## src/rtl/sdram_mask_pkg.sv

```systemverilog
package sdram_mask_pkg;
  parameter int unsigned LANES  = 9;
  parameter int unsigned LANE_W = 8;
  // read-side mask delay is fixed by the bus protocol
  localparam int unsigned RD_LAT = 2;

  typedef enum logic {
    CMD_RD = 1'b0,
    CMD_WR = 1'b1
  } cmd_kind_e;
endpackage

```

## src/rtl/dqm_wr_gate.sv

```systemverilog
module dqm_wr_gate #(
  parameter int unsigned LANES  = 9,
  parameter int unsigned LANE_W = 8,
  localparam int unsigned BUS_W = LANES * LANE_W
) (
  input  logic             wr_vld_i,
  input  logic [LANES-1:0] mask_i,
  input  logic [BUS_W-1:0] wdata_i,
  output logic [LANES-1:0] byte_we_o,
  output logic [BUS_W-1:0] wdata_o
);
  // zero-latency: mask qualifies the data on the same edge
  for (genvar g = 0; g < LANES; g++) begin : g_we
    assign byte_we_o[g] = wr_vld_i & ~mask_i[g];
  end
  assign wdata_o = wdata_i;
endmodule

```

## src/rtl/dqm_rd_pipe.sv

```systemverilog
module dqm_rd_pipe
  import sdram_mask_pkg::*;
#(
  parameter int unsigned LANES = 9
) (
  input  logic             clk_i,
  input  logic             rst_ni,
  input  logic             rd_vld_i,
  input  logic [LANES-1:0] mask_i,
  output logic [LANES-1:0] lane_en_o
);
  logic [LANES-1:0] stage_q [RD_LAT];

  for (genvar s = 0; s < RD_LAT; s++) begin : g_stage
    if (s == 0) begin : g_head
      always_ff @(posedge clk_i or negedge rst_ni) begin
        if (!rst_ni) stage_q[s] <= '0;
        else         stage_q[s] <= rd_vld_i ? ~mask_i : '0;
      end
    end else begin : g_tail
      always_ff @(posedge clk_i or negedge rst_ni) begin
        if (!rst_ni) stage_q[s] <= '0;
        else         stage_q[s] <= stage_q[s-1];
      end
    end
  end

  assign lane_en_o = stage_q[RD_LAT-1];

  // cycles since reset, saturating; used only to gate history checks
  logic [1:0] since_rst_q;
  always_ff @(posedge clk_i or negedge rst_ni) begin
    if (!rst_ni)                 since_rst_q <= '0;
    else if (since_rst_q != 2'd2) since_rst_q <= since_rst_q + 2'd1;
  end

  p_rd_lat_r5: assert property (@(posedge clk_i) disable iff (!rst_ni)
    (since_rst_q == 2'd2 && $past(rd_vld_i, 2)) |-> lane_en_o == ~$past(mask_i, 2));
  p_rd_idle_r8: assert property (@(posedge clk_i) disable iff (!rst_ni)
    (since_rst_q == 2'd2 && !$past(rd_vld_i, 2)) |-> lane_en_o == '0);
  p_rd_reset_r1: assert property (@(posedge clk_i) disable iff (!rst_ni)
    (since_rst_q != 2'd2) |-> lane_en_o == '0);
endmodule

```

## src/rtl/dqm_lane_drive.sv

```systemverilog
module dqm_lane_drive #(
  parameter int unsigned LANES  = 9,
  parameter int unsigned LANE_W = 8,
  localparam int unsigned BUS_W = LANES * LANE_W
) (
  input  logic             clk_i,
  input  logic             rst_ni,
  input  logic [LANES-1:0] lane_en_i,
  input  logic [BUS_W-1:0] rdata_i,
  output logic [LANES-1:0] dq_oe_o,
  output logic [BUS_W-1:0] dq_o
);
  for (genvar g = 0; g < LANES; g++) begin : g_lane
    assign dq_oe_o[g] = lane_en_i[g];
    assign dq_o[g*LANE_W +: LANE_W] =
      lane_en_i[g] ? rdata_i[g*LANE_W +: LANE_W] : '0;

    p_float_zero_r9: assert property (@(posedge clk_i) disable iff (!rst_ni)
      !dq_oe_o[g] |-> dq_o[g*LANE_W +: LANE_W] == '0);
    p_drive_data_r9: assert property (@(posedge clk_i) disable iff (!rst_ni)
      dq_oe_o[g] |-> dq_o[g*LANE_W +: LANE_W] == rdata_i[g*LANE_W +: LANE_W]);
  end
endmodule

```

## src/rtl/sdram_byte_mask_path.sv

```systemverilog
module sdram_byte_mask_path
  import sdram_mask_pkg::*;
#(
  parameter int unsigned N_LANES = LANES,
  parameter int unsigned L_WIDTH = LANE_W,
  localparam int unsigned BUS_W  = N_LANES * L_WIDTH
) (
  input  logic               clk_i,
  input  logic               rst_ni,
  input  logic               cmd_vld_i,
  input  logic               cmd_wr_i,
  input  logic [N_LANES-1:0] mask_i,
  input  logic [BUS_W-1:0]   wdata_i,
  input  logic [BUS_W-1:0]   rdata_i,
  output logic [N_LANES-1:0] byte_we_o,
  output logic [BUS_W-1:0]   wdata_o,
  output logic [N_LANES-1:0] dq_oe_o,
  output logic [BUS_W-1:0]   dq_o
);
  cmd_kind_e        kind;
  logic             wr_vld, rd_vld;
  logic [N_LANES-1:0] lane_en;

  assign kind   = cmd_kind_e'(cmd_wr_i);
  assign wr_vld = cmd_vld_i && (kind == CMD_WR);
  assign rd_vld = cmd_vld_i && (kind == CMD_RD);

  dqm_wr_gate #(.LANES(N_LANES), .LANE_W(L_WIDTH)) u_wr_gate (
    .wr_vld_i (wr_vld),
    .mask_i   (mask_i),
    .wdata_i  (wdata_i),
    .byte_we_o(byte_we_o),
    .wdata_o  (wdata_o)
  );

  dqm_rd_pipe #(.LANES(N_LANES)) u_rd_pipe (
    .clk_i    (clk_i),
    .rst_ni   (rst_ni),
    .rd_vld_i (rd_vld),
    .mask_i   (mask_i),
    .lane_en_o(lane_en)
  );

  dqm_lane_drive #(.LANES(N_LANES), .LANE_W(L_WIDTH)) u_drive (
    .clk_i    (clk_i),
    .rst_ni   (rst_ni),
    .lane_en_i(lane_en),
    .rdata_i  (rdata_i),
    .dq_oe_o  (dq_oe_o),
    .dq_o     (dq_o)
  );

  p_we_mask_r2: assert property (@(posedge clk_i) disable iff (!rst_ni)
    (cmd_vld_i && cmd_wr_i) |-> byte_we_o == ~mask_i);
  p_we_idle_r3: assert property (@(posedge clk_i) disable iff (!rst_ni)
    !(cmd_vld_i && cmd_wr_i) |-> byte_we_o == '0);
  p_wdata_pass_r4: assert property (@(posedge clk_i) disable iff (!rst_ni)
    wdata_o == wdata_i);
endmodule

```

## config.mk

```make
export PLATFORM = sky130hd
export DESIGN_NAME = sdram_byte_mask_path
export DESIGN_NICKNAME = d
export VERILOG_FILES = /design/src/rtl/sdram_mask_pkg.sv /design/src/rtl/dqm_wr_gate.sv /design/src/rtl/dqm_rd_pipe.sv /design/src/rtl/dqm_lane_drive.sv /design/src/rtl/sdram_byte_mask_path.sv
export SDC_FILE = /design/constraint.sdc
export NUM_CORES = 1
export LEC_CHECK = 0
export ABC_CLOCK_PERIOD_IN_PS = 800
export BUFFER_PORTS_ARGS = -buffer_cell sky130_fd_sc_hd__buf_4
export CAP_MARGIN = 0
export CELL_PAD_IN_SITES_DETAIL_PLACEMENT = 1
export CELL_PAD_IN_SITES_GLOBAL_PLACEMENT = 1
export CORE_AREA = 4 4 123 125
export CTS_BUF_LIST = sky130_fd_sc_hd__clkbuf_8
export DETAILED_ROUTE_END_ITERATION = 6
export DIE_AREA = 0 0 127 129
export GPL_TIMING_DRIVEN = 0
export PLACE_DENSITY = 0.7
export SLEW_MARGIN = 20
export SYNTH_ARGS = -nofsm -noshare
export SYNTH_HDL_FRONTEND = slang
export SYNTH_SLANG_ARGS = --single-unit
```

## constraint.sdc

```tcl
create_clock -name clk_i -period 0.8 [get_ports clk_i]
set_input_delay 0.04 -clock clk_i [delete_from_list [all_inputs] [get_ports clk_i]]
set_output_delay 0.04 -clock clk_i [all_outputs]
set_load 0.02 [all_outputs]
```

==> results.yml, run 1 <==
synthesis:
  synthMuxAreaShare: 0
  synthCells: 191
  synth_top_family_by_area: "simple AND/OR/NAND/NOR gates"
  synth_area_um2: 1730
  yosysSeqAreaShare: 0.261
  ys_seq_elements: 18
  syn-num-nets: 348
  yosys_warnings: 0
  yosysUniqueCellTypes: 8
  synth-compound-area-share: 0
  synthSimpleGateAreaFrac: 0.378
  synth_xor_area_frac: 0
  syn_area_per_cell_um2: 9.04
  synth-adder-area-share: 0
layout:
  area_growth_pct: 136
  diodes: 0
  post-route-util: 0.293
  nets: 609
  final_area_um2: 4070
  fillerInstances: 1603
  final_common_cell: "buf_4"
  drive_above_1_share: 0.807
  most-common-layout-cells: "buf_4 (305), and2_1 (67), buf_6 (24)"
setup_path:
  path_depth: 2
  cp_slowest_cell: "dfrtp_2"
  crit_chain: "and2_1 -> buf_4"
  regToRegSetupSlack_ns: 0.32
  crit_type: "flip-flop to output port"
  cp_num_buf_inv: 1
  max_stage_delay_ns: 0.46
  required_ns: 0.76
  worstPathArrival_ns: 1.04
  critPathTopFamily: "flip-flops"
  rr_worst_depth: 0
  cp-start-kind: "flip-flop"
  cp_max_fo: 9
  critPathCaptureType: "output port"
global_route:
  grt_overflow_total: 0
  grt_pass1_wl_um: 12500
  grt_pass1_vias: 2399
  grt_use_total: 0.0943
  grt_start_max_net_pins: 19
  grt_antenna_before_repair: 0
job:
  drv_cap: 0
min_path:
  holdCritPathClass: "input pin to asynchronous set/reset pin"
clocking:
  clkLatencyLatePin_ns: 0.25
  clkSinkCount: 18
  postCtsSetupBuffers: 0
  clock_path_buffers: 2
  clk_pin_slew_ns: 0.07
  h-tree-depth: 1
  numCtsBuffers: 3
  root_buffer: "clkbuf_8"
  cts_tree: "yes"
timing:
  drv_slew: 0
  skew_ns: 0.000400
  hold_viol_final: 0
  finalSetupViolations: 81
  fin_hold_ws_ns: 0.208
  relSlewSlack: 0.840
  fin_ws_ns: -0.276
  max_freq_ghz: 0.929
  rsz0062_at_grt: "true"
  tightest_slew_ns: 0.240
  fin_crit_sh: 1.34
  fin_crit_ns: 1.08
place:
  gp_routability_congestion: 0.829
  pre_cts_ws_ns: -0.0477
  portBuffers: 246
  dpl_cell_area_um2: 3800
  dp_hpwl_um: 8430
status:
  violations: "negative setup slack"
  status: "finished, violations left"
floorplanning:
  die_w_um: 127
  core.rowCount: 43
  start_util: 0.124
  die_y_um: 129
  ios: 319
  die_area_um2: 16400
  coreArea_um2: 13900
pwr:
  power_density_nw_per_um2: 862
  max-vdd-ir-drop_mv: 0.402
  p_leak_nw: 2.26
routing:
  wire_per_inst_um: 14.6
  drtAntennaViolNets: 0
  drc: 0
  dr.pass1.iters: 4
  viasPerCell: 3.52
  drt-total-wl_um: 9210
  num_vias: 2218
  drt-initial-drc-count: 19
==> sequential cells by signal, indices dropped and copies added (netlist names) <==
register and count:
u_rd_pipe.stage_q 9, u_rd_pipe.lane_en_o 9
==> layout make-up <==
cell class | instances | area (µm²) | area share
repair buffers | 256 | 2030 | 0.500
multi-input cells | 90 | 664 | 0.163
plain buffers | 83 | 627 | 0.154
flip-flops and latches | 18 | 462 | 0.114
well taps | 180 | 225 | 0.0554
clock buffers | 4 | 55.1 | 0.0135
==> synthesized netlist by cell type <==
library cell | number | area [µm²]
and3b_2 | 8 | 80.1
nor3b_2 | 9 | 113
buf_6 | 1 | 11.3
and2_1 | 72 | 450
buf_4 | 81 | 608
dfrtp_1 | 18 | 450
and3b_1 | 1 | 8.76
buf_2 | 1 | 5.00
==> per-stage QoR <==
| step | power [W] | instances | TNS (ns) |
|---|---|---|---|
| after floorplan | 0.00184 | 191 | 0 |
| after global placement | 0.00271 | 617 | -0.0832 |
| after detailed placement | 0.00274 | 617 | -0.600 |
| after CTS | 0.00354 | 631 | -20.65 |
| after global routing | 0.00367 | 631 | -23.16 |
| final | 0.00351 | 631 | -19.49 |
==> power by group <==
group / internal, W / switching (W) / total (W) / leakage (nW)
combinational: 0.00103 / 0.000758 / 0.00178 / 2.00
sequential: 0.000948 / 0.0000374 / 0.000985 / 0.229
clock: 0.000437 / 0.000301 / 0.000738 / 0.0288
==> routing by layer <==
layer  global-route usage  wire [µm]
met1               0.0896       2740
met2                0.201       5360
met3               0.0270       1080
met4               0.0114         18
met5                    0          0
==> repair_timing <==
action	in CTS	in global routing
pin swaps	0	0
setup endpoints to repair	81	82
hold endpoints to repair	27	0
hold buffers	10	0
resized for setup	33	6
==> logic make-up (layout without fill, tap and decap cells) <==
family,Yosys count,in the layout
simple gates,90,90
buf+inv,83,343
flops,18,18
==> worst paths after layout <==
kind                                                to              startpoint
min in group clk_i               u_rd_pipe.stage_q[15]                cmd_wr_i
worst max register to register  u_rd_pipe.lane_en_o[5]   u_rd_pipe.stage_q[14]
worst min register to register  u_rd_pipe.lane_en_o[4]   u_rd_pipe.stage_q[13]
max in group asynchronous       u_rd_pipe.lane_en_o[1]                  rst_ni
worst max-delay path                          dq_o[33]  u_rd_pipe.lane_en_o[4]
worst min-delay path            u_rd_pipe.lane_en_o[2]                  rst_ni
Note: power is estimated with default switching activity, not from simulation.
==> run 2, diff against run 1 <==
--- a/config.mk
+++ b/config.mk
@@ -16,6 +16,7 @@
 export DIE_AREA = 0 0 127 129
 export GPL_TIMING_DRIVEN = 0
 export PLACE_DENSITY = 0.7
+export SKIP_LAST_GASP = 1
 export SLEW_MARGIN = 20
 export SYNTH_ARGS = -nofsm -noshare
 export SYNTH_HDL_FRONTEND = slang
==> results.yml, run 2 (synthesized netlist as in run 1, its figures left out) <==
status:
  violations: "negative setup slack"
  status: "finished, violations left"
floorplanning:
  die_w_um: 127
  start_util: 0.124
  coreArea_um2: 13900
  ios: 319
  core.rowCount: 43
  die_area_um2: 16400
  die_y_um: 129
pwr:
  power_density_nw_per_um2: 875
  p_sw_w: 0.00109
  p_leak_nw: 2.23
  seqPwrFrac: 0.284
  cell_internal_pwr_w: 0.00238
  max-vdd-ir-drop_mv: 0.402
  clkPwrFrac: 0.212
  swShare: 0.313
  p_comb_frac: 0.504
setup_path:
  max_stage_delay_ns: 0.46
  worstPathArrival_ns: 1.04
  crit_chain: "and2_1 -> buf_4"
  cp_slowest_cell: "dfrtp_2"
  required_ns: 0.76
  crit_type: "flip-flop to output port"
  cp-start-kind: "flip-flop"
  rr_worst_depth: 0
  cp_max_fo: 9
  critPathCaptureType: "output port"
global_route:
  grt.met1_usage: 0.0896
  grt_most_used_layer: "met2"
  grt_pass1_wl_um: 12400
  grt_start_max_net_pins: 19
  grt_antenna_before_repair: 0
  grt_use_total: 0.0940
  grt_overflow_total: 0
  met2_usage: 0.201
  use_met3: 0.0266
  grt_pass1_vias: 2414
layout:
  final_area_um2: 3970
  final_common_cell: "buf_4"
  most-common-layout-cells: "buf_4 (328), and2_1 (72), dlygate4sd3_1 (10)"
  nets: 609
  drive_above_1_share: 0.796
  post-route-util: 0.286
  area_growth_pct: 130
  diodes: 0
clocking:
  cts_tree: "yes"
  postCtsSetupBuffers: 0
  clock_path_buffers: 2
  clk_pin_slew_ns: 0.07
  clkSinkCount: 18
  root_buffer: "clkbuf_8"
  numCtsBuffers: 3
  h-tree-depth: 1
  clkLatencyLatePin_ns: 0.25
timing:
  fin_crit_ns: 1.08
  tightest_slew_ns: 0.241
  max_freq_ghz: 0.925
  hold_viol_final: 0
  rsz0062_at_grt: "true"
  skew_ns: 0.000400
  fin_crit_sh: 1.35
  finalSetupViolations: 81
  relSlewSlack: 0.839
  fin_ws_ns: -0.282
  drv_slew: 0
place:
  dp_hpwl_um: 8430
  portBuffers: 246
  dpl_cell_area_um2: 3800
  gp_routability_congestion: 0.829
routing:
  drtAntennaViolNets: 0
  num_vias: 2203
  drt-total-wl_um: 9140
  drt-initial-drc-count: 26
  dr.pass1.iters: 4
  wire_per_inst_um: 14.5
  viasPerCell: 3.49
  drc: 0
job:
  drv_cap: 0
min_path:
  holdCritPathClass: "input pin to asynchronous set/reset pin"
## run 2: final timing paths
path	from	to	slack [ns]
max in group asynchronous	rst_ni	u_rd_pipe.lane_en_o[1]	0.38
setup reg to reg	u_rd_pipe.stage_q[14]	u_rd_pipe.lane_en_o[5]	0.32
hold / removal	rst_ni	u_rd_pipe.lane_en_o[2]	0.20
setup / recovery	u_rd_pipe.lane_en_o[4]	dq_o[33]	-0.28
hold reg to reg	u_rd_pipe.stage_q[13]	u_rd_pipe.lane_en_o[4]	0.35
min in group clk_i	cmd_wr_i	u_rd_pipe.stage_q[15]	0.21
## run 2: layer usage
metal,wire length (µm),share of wire,vias to the layer above
met4,18,0.0020,0
met3,1090,0.12,2
li1,-,-,1029
met5,0,0,-
met2,5300,0.58,188
met1,2740,0.30,984
## run 2: cell type report
cell class / instances / area, µm²
Buffer: 83 / 627
Sequential cell: 18 / 462
Multi-Input combinational cell: 90 / 652
Clock buffer: 4 / 55.1
Fill cell: 1613 / 9910
Tap cell: 180 / 225
Timing Repair Buffer: 256 / 1950
## run 2: worst max-delay path: cells and delay by family, from the launching register on
family / cells / cell delay [ns]
buffers and inverters: 1 / 0.16
flip-flops: 1 / 0.46
AND/OR/NAND/NOR: 1 / 0.17
## run 2: through the flow
stage | TNS (ns) | power (W) | worst slack [ns] | hold slack [ns] | cells
finish | -19.81 | 0.00347 | -0.282 | 0.202 | 631
detailed placement | -0.600 | 0.00274 | -0.0477 | -0.0732 | 617
CTS | -21.01 | 0.00352 | -0.295 | 0.213 | 631
global route | -23.51 | 0.00364 | -0.325 | 0.226 | 631
floorplan | 0 | 0.00184 | 0.129 | -0.256 | 191
global placement | -0.0832 | 0.00271 | -0.0287 | -0.0792 | 617
## run 2: power groups by stage
stage               clock [W]  combinational (W)  sequential, W
CTS                  0.000755            0.00177       0.000986
finish               0.000738            0.00175       0.000984
global route         0.000790            0.00186       0.000994
floorplan                   0           0.000851       0.000984
detailed placement          0            0.00174        0.00100
global placement            0            0.00172       0.000995
## run 2: timing repair
action                                  CTS  global route
pin swaps                                 0             0
hold endpoints to repair                 27             0
endpoints found under the setup margin   81            82
resized for setup                         8             3
hold buffers                             10             0
